### src/rtl/uftx_pkg.sv
package uftx_pkg;

    localparam int DATA_W  = 9;
    localparam int FRAME_W = 1 + DATA_W + 1 + 2;
    localparam int LEN_W   = $clog2(FRAME_W + 1);

    typedef struct packed {
        logic [DATA_W-1:0] data;
        logic [2:0]        size;
        logic [1:0]        par;
        logic              two_stop;
    } tx_item_t;

    typedef struct packed {
        logic [FRAME_W-1:0] bits;
        logic [LEN_W-1:0]   len;
    } frame_t;

    function automatic int size_bits(logic [2:0] code);
        case (code)
            3'b000:  return 5;
            3'b001:  return 6;
            3'b010:  return 7;
            3'b111:  return 9;
            default: return 8;
        endcase
    endfunction

    // Pre-builds a whole frame, LSB is sent first; unused upper bits idle high.
    function automatic frame_t build_frame(tx_item_t it);
        frame_t f;
        int     n;
        int     pos;
        logic   p;
        n      = size_bits(it.size);
        f.bits = '1;
        f.bits[0] = 1'b0;
        p = it.par[0];
        for (int i = 0; i < DATA_W; i++) begin
            if (i < n) begin
                f.bits[1+i] = it.data[i];
                p = p ^ it.data[i];
            end
        end
        pos = 1 + n;
        if (it.par[1]) begin
            f.bits[pos] = p;
            pos = pos + 1;
        end
        f.len = LEN_W'(pos + (it.two_stop ? 2 : 1));
        return f;
    endfunction

endpackage

### src/rtl/uftx_holding.sv
module uftx_holding
    import uftx_pkg::*;
(
    input  logic     clk,
    input  logic     rst_n,
    input  logic     wr_valid,
    input  logic     wr_allow,
    input  tx_item_t item_in,
    input  logic     take,
    output logic     full,
    output tx_item_t item_out
);

    typedef struct packed {
        logic     full;
        tx_item_t item;
    } hold_t;

    hold_t st_d, st_q;

    always_comb begin
        st_d = st_q;
        if (take) begin
            st_d.full = 1'b0;
        end
        if (wr_valid && wr_allow && !st_q.full) begin
            st_d.full = 1'b1;
            st_d.item = item_in;
        end
    end

    always_ff @(posedge clk) begin
        if (!rst_n) begin
            st_q <= '0;
        end else begin
            st_q <= st_d;
        end
    end

    assign full     = st_q.full;
    assign item_out = st_q.item;

    // a write into a full buffer leaves the stored character untouched
    p_keep_item_when_full_r8: assert property (@(posedge clk) disable iff (!rst_n)
        st_q.full && wr_valid |=> $stable(st_q.item));

endmodule

### src/rtl/uftx_shifter.sv
module uftx_shifter
    import uftx_pkg::*;
#(
    parameter int OVERSAMPLE = 16
)(
    input  logic     clk,
    input  logic     rst_n,
    input  logic     baud_tick,
    input  logic     run,
    input  logic     have_item,
    input  tx_item_t item,
    output logic     take,
    output logic     busy,
    output logic     line,
    output logic     done
);

    localparam int CNT_W = (OVERSAMPLE > 1) ? $clog2(OVERSAMPLE) : 1;

    typedef struct packed {
        logic               busy;
        logic [FRAME_W-1:0] bits;
        logic [LEN_W-1:0]   left;
        logic [CNT_W-1:0]   tcnt;
        logic               done;
    } shf_t;

    shf_t   st_d, st_q;
    frame_t nxt;
    logic   frame_end;

    assign nxt = build_frame(item);

    always_comb begin
        st_d      = st_q;
        take      = 1'b0;
        frame_end = 1'b0;
        st_d.done = 1'b0;
        if (st_q.busy && baud_tick) begin
            if (st_q.tcnt == CNT_W'(OVERSAMPLE - 1)) begin
                st_d.tcnt = '0;
                st_d.bits = {1'b1, st_q.bits[FRAME_W-1:1]};
                st_d.left = st_q.left - 1'b1;
                if (st_q.left == LEN_W'(1)) begin
                    st_d.busy = 1'b0;
                    frame_end = 1'b1;
                end
            end else begin
                st_d.tcnt = st_q.tcnt + 1'b1;
            end
        end
        if (!st_d.busy && run && have_item) begin
            take      = 1'b1;
            st_d.busy = 1'b1;
            st_d.bits = nxt.bits;
            st_d.left = nxt.len;
            st_d.tcnt = '0;
        end
        st_d.done = frame_end && !take;
    end

    always_ff @(posedge clk) begin
        if (!rst_n) begin
            st_q      <= '0;
            st_q.bits <= '1;
        end else begin
            st_q <= st_d;
        end
    end

    assign busy = st_q.busy;
    assign line = st_q.busy ? st_q.bits[0] : 1'b1;
    assign done = st_q.done;

    // every loaded frame opens with a low start bit
    p_start_bit_low_r3: assert property (@(posedge clk) disable iff (!rst_n)
        take |=> (line == 1'b0));

    // without a tick the frame in flight does not move
    p_hold_without_tick_r13: assert property (@(posedge clk) disable iff (!rst_n)
        st_q.busy && !baud_tick |=> $stable(st_q.bits) && $stable(st_q.left));

endmodule

### src/rtl/uftx_owner.sv
module uftx_owner (
    input  logic clk,
    input  logic rst_n,
    input  logic enable,
    input  logic pending,
    output logic drive
);

    typedef struct packed {
        logic drive;
    } own_t;

    own_t st_d, st_q;

    always_comb begin
        st_d       = st_q;
        st_d.drive = enable || pending;
    end

    always_ff @(posedge clk) begin
        if (!rst_n) begin
            st_q <= '0;
        end else begin
            st_q <= st_d;
        end
    end

    assign drive = st_q.drive;

endmodule

### src/rtl/uart_frame_tx.sv
module uart_frame_tx
    import uftx_pkg::*;
#(
    parameter int OVERSAMPLE = 16
)(
    input  logic       clk,
    input  logic       rst_n,
    input  logic       baud_tick,
    input  logic       tx_enable,
    input  logic [2:0] char_size,
    input  logic [1:0] parity_mode,
    input  logic       two_stop,
    input  logic       data_bit8,
    input  logic       wr_valid,
    input  logic [7:0] wr_data,
    input  logic       port_out,
    output logic       tx_pin,
    output logic       tx_drive,
    output logic       buf_empty,
    output logic       tx_done
);

    tx_item_t wr_item;
    tx_item_t held;
    logic     full;
    logic     take;
    logic     busy;
    logic     line;
    logic     drive;
    logic     done;

    assign wr_item.data     = {data_bit8, wr_data};
    assign wr_item.size     = char_size;
    assign wr_item.par      = parity_mode;
    assign wr_item.two_stop = two_stop;

    uftx_holding u_hold (
        .clk      (clk),
        .rst_n    (rst_n),
        .wr_valid (wr_valid),
        .wr_allow (tx_enable),
        .item_in  (wr_item),
        .take     (take),
        .full     (full),
        .item_out (held)
    );

    uftx_shifter #(.OVERSAMPLE(OVERSAMPLE)) u_shift (
        .clk       (clk),
        .rst_n     (rst_n),
        .baud_tick (baud_tick),
        .run       (drive),
        .have_item (full),
        .item      (held),
        .take      (take),
        .busy      (busy),
        .line      (line),
        .done      (done)
    );

    uftx_owner u_own (
        .clk     (clk),
        .rst_n   (rst_n),
        .enable  (tx_enable),
        .pending (full || busy),
        .drive   (drive)
    );

    assign tx_pin    = drive ? line : port_out;
    assign tx_drive  = drive;
    assign buf_empty = !full;
    assign tx_done   = done;

    // an owned pin with nothing in flight idles high
    p_idle_high_r2: assert property (@(posedge clk) disable iff (!rst_n)
        tx_drive && !busy |-> tx_pin);

    // completion is a single-cycle pulse
    p_done_one_cycle_r11: assert property (@(posedge clk) disable iff (!rst_n)
        tx_done |=> !tx_done);

    // with the enable low an empty buffer stays empty
    p_no_write_disabled_r12: assert property (@(posedge clk) disable iff (!rst_n)
        !tx_enable && buf_empty |=> buf_empty);

    // the pin is released only once the buffer was empty
    p_release_drained_r10: assert property (@(posedge clk) disable iff (!rst_n)
        $fell(tx_drive) |-> $past(buf_empty) && !$past(busy));

endmodule

### config.mk
export PLATFORM = sky130hd
export DESIGN_NAME = uart_frame_tx
export DESIGN_NICKNAME = d
export VERILOG_FILES = /design/src/rtl/uftx_pkg.sv /design/src/rtl/uftx_holding.sv /design/src/rtl/uftx_shifter.sv /design/src/rtl/uftx_owner.sv /design/src/rtl/uart_frame_tx.sv
export SDC_FILE = /design/constraint.sdc
export NUM_CORES = 1
export LEC_CHECK = 0
export ABC_CLOCK_PERIOD_IN_PS = 2300
export BUFFER_PORTS_ARGS = -buffer_cell sky130_fd_sc_hd__buf_2
export CAP_MARGIN = 25
export CORE_MARGIN = 8
export CORE_UTILIZATION = 30
export CTS_CLUSTER_SIZE = 8
export DETAILED_ROUTE_END_ITERATION = 10
export PLACE_DENSITY_LB_ADDON = 0.05
export SYNTH_ARGS = -nofsm -noshare
export SYNTH_HDL_FRONTEND = slang
export SYNTH_HIERARCHICAL = 1
export SYNTH_SLANG_ARGS = --single-unit
### constraint.sdc
create_clock -name clk -period 2.3 [get_ports clk]
set_input_delay 0.46 -clock clk [delete_from_list [all_inputs] [get_ports clk]]
set_output_delay 0.46 -clock clk [all_outputs]
set_load 0.05 [all_outputs]
==> impl_metrics.toml <==
[yosys]
async_reset_ff_frac = 0
synthCells = 281
ys_ff_latch = 40
synth_area_per_cell_sq_um = 8.50
yosys.area.top_type_share = 0.335
yosys_warnings = 6
ys_top_cells_by_area = "dfxtp_1 (34%), nand2_1 (8.2%), mux2i_1 (7.1%)"
synth.distinct_cells = 53
syn-num-nets = 313
ys_seq_area_frac = 0.335
synth-main-ff-cell = "dfxtp_1"
synth-edff-count = 0
synth_area_sq_um = 2390
netlist.top_cell.by_area = "dfxtp_1"

[routing]
first_iter_violations = 67
vias_per_cell = 4.66
routedWlPerCell_microns = 13.8
dr_total_vias = 1918
drtAntennaViolNets = 0
drc = 0
finalWirelength_mm = 5.67
drt_pass1_iterations = 4

[final_layout]
layout-drive-gt1-share = 0.219
layout.nets = 342
synthToLayoutAreaGrowth_pct = 16.6
final-seq-area_sq_um = 805
multi_input_area_sq_um = 1420
layoutNonFillerInstCount = 412
diodes = 0
fillCellCount = 837

[setup_path]
r2r_setup_slack_ps = 160
cp_data_arrival_time_ps = 2340
cp_slowest_stage_delay_ps = 410
slowest_stage = "dfxtp_1"
r2r_cells = 7
crit_path_max_fanout = 10
r2r_start = "u_shift/st_q[5]"
r2r-end = "u_shift/st_q[20]"
end_kind = "flip-flop"
cp_cell_sequence = "ha_1 > or3b_1 > o21a_1 > or2_4 > buf_4 > and3_1 > o31ai_1"
worstPathRequired_ps = 2510
startpoint_type = "flip-flop"
worst-setup-path-type = "reg -> reg"
cp-startpoint = "u_shift/st_q[5]"

[clock_network]
tritoncts = "yes"
clockBufferDepth = 2
cts_root_buf = "clkbuf_8"
h-tree-depth = 2
insertion_delay_ps = 290
cts.sinks = 40
cts_buffers = 5
path_clk_slew_ps = 80

[timing]
fmax_mhz = 468
hold_viol_final = 0
rsz0062_at_grt = "false"
worst_pin_slew_ps = 515
fin_ws_ps = 164
fin_tns_setup_ps = 0
fin_worst_hold_slack_ps = 380
slew_viol_final = 0
clock_skew_ps = 6.63
post-route-period-util = 0.929
maxSlewHeadroom = 0.657
post-route-min-period_ps = 2140
setup_viol = 0

[run]
drv_cap = 0

[floorplanning]
die_y_microns = 105
die_w_microns = 105
core_area_sq_um = 7730
start_util = 0.309
rows = 32
die_area_sq_um = 11100
boundaryPins = 25

[hold_path]
min_path_cells = 2
hp-start = "tx_enable"
hold_class = "in -> reg"
hold_end = "u_own/drive"

[global_routing]
grt_usage = 0.106
grt_pass1_vias = 1921
grt-ovfl-total = 0
antenna_found_initial = 0
grt_max_degree = 36
grt_pass1_wl_mm = 9.63

[placement]
dp_hpwl_mm = 4.41
pre_cts_slack_ps = 63.6
placed_cells = 405
port_buffers = 24
place_congestion = 0.737

[power_and_ir_drop]
total_power_uw = 1720
leakage_uw = 0.00118
p_per_area_nw_per_um2 = 619
ir_worst_vdd_mv = 0.214

[run_status]
status = "completed"
[how the worst max path moves through the flow]
| stage | depth (start not counted) | to |
|---|---|---|
| after detailed placement | 7 | u_shift/st_q[20] |
| after global routing | 10 | u_shift/st_q[8] |
| final | 7 | u_shift/st_q[20] |
| after floorplan | 11 | u_shift/st_q[8] |
| after global placement | 7 | u_shift/st_q[20] |
| after CTS | 7 | u_shift/st_q[20] |
[metal layers]
metal,part of all wire,vias to the layer above,GRT usage
li1,-,1021,-
met1,0.50,870,0.134
met2,0.46,23,0.172
met3,0.033,4,0.0298
met4,0.0076,0,0.0285
met5,0,-,0
[cell usage after synthesis, drive strengths merged, types with 4 or more instances]
library cell  instances
a21oi                12
xor2                  5
o31ai                 8
nand2                52
clkbuf                6
o21a                  6
nand3                 5
nor4                  5
nor3                 13
ha                   10
buf                  12
nor2                 15
a211oi                4
dfxtp                40
mux2i                17
xnor2                 9
and3                  5
inv                  15
o21ai                 8
[where the power goes]
part	leakage, uW	switching (uW)	total [uW]	internal, uW
clock network	0.0000642	248	676	427
logic	0.000791	173	303	130
registers	0.000327	25.3	745	720
total	0.00118	447	1720	1280
[sequential cells by signal (all words and copies together) (netlist names)]
signal / count
u_hold/full: 1
u_hold/item_out: 15
u_own/drive: 1
u_shift/busy: 1
u_shift/done: 1
u_shift/st_q: 21
[placed cells by master (no fill, tap or decap), drive strengths merged, types with 9 or more instances in the layout]
cell type and count:
a21oi 12, buf 40, dfxtp 40, ha 10
inv 15, mux2i 17, nand2 52, nor2 15
nor3 13, xnor2 9
[stage by stage]
stage	util	area, sq um
after floorplan	-	2390
after global placement	0.341	2640
after global routing	0.360	2790
after detailed placement	0.341	2640
final	0.360	2790
after CTS	0.358	2770
[critical path, delay by kind of cell, from the launching register on]
kind                     cells  cell delay [ps]
AND/OR/NAND/NOR              3              850
AO/OA/AOI/OAI                2              430
flip-flops                   1              410
buffers and inverters        1              190
adder cells (fa/ha/maj)      1              170
[final cells by class]
| cell class | count | share of cell area |
|---|---|---|
| Clock buffer | 5 | 0.0247 |
| Clock inverter | 2 | 0.0216 |
| Inverter | 16 | 0.0220 |
| Multi-Input combinational cell | 207 | 0.511 |
| Sequential cell | 40 | 0.289 |
| Tap cell | 102 | 0.0458 |
| Timing Repair Buffer | 40 | 0.0863 |
[kinds of logic after synthesis]
logic type / share of synthesized area
flops: 0.335
xor+xnor: 0.0671
compound gates: 0.158
mux: 0.0775
fa+ha+maj: 0.0608
simple gates: 0.226
buf+inv: 0.0760
[what timing repair did]
item                       CTS  global route
setup endpoints to repair    0             9
hold buffers                 0             0
gates resized for setup      0             6
setup buffers                0             0
Note: power is estimated with default switching activity, not from simulation.
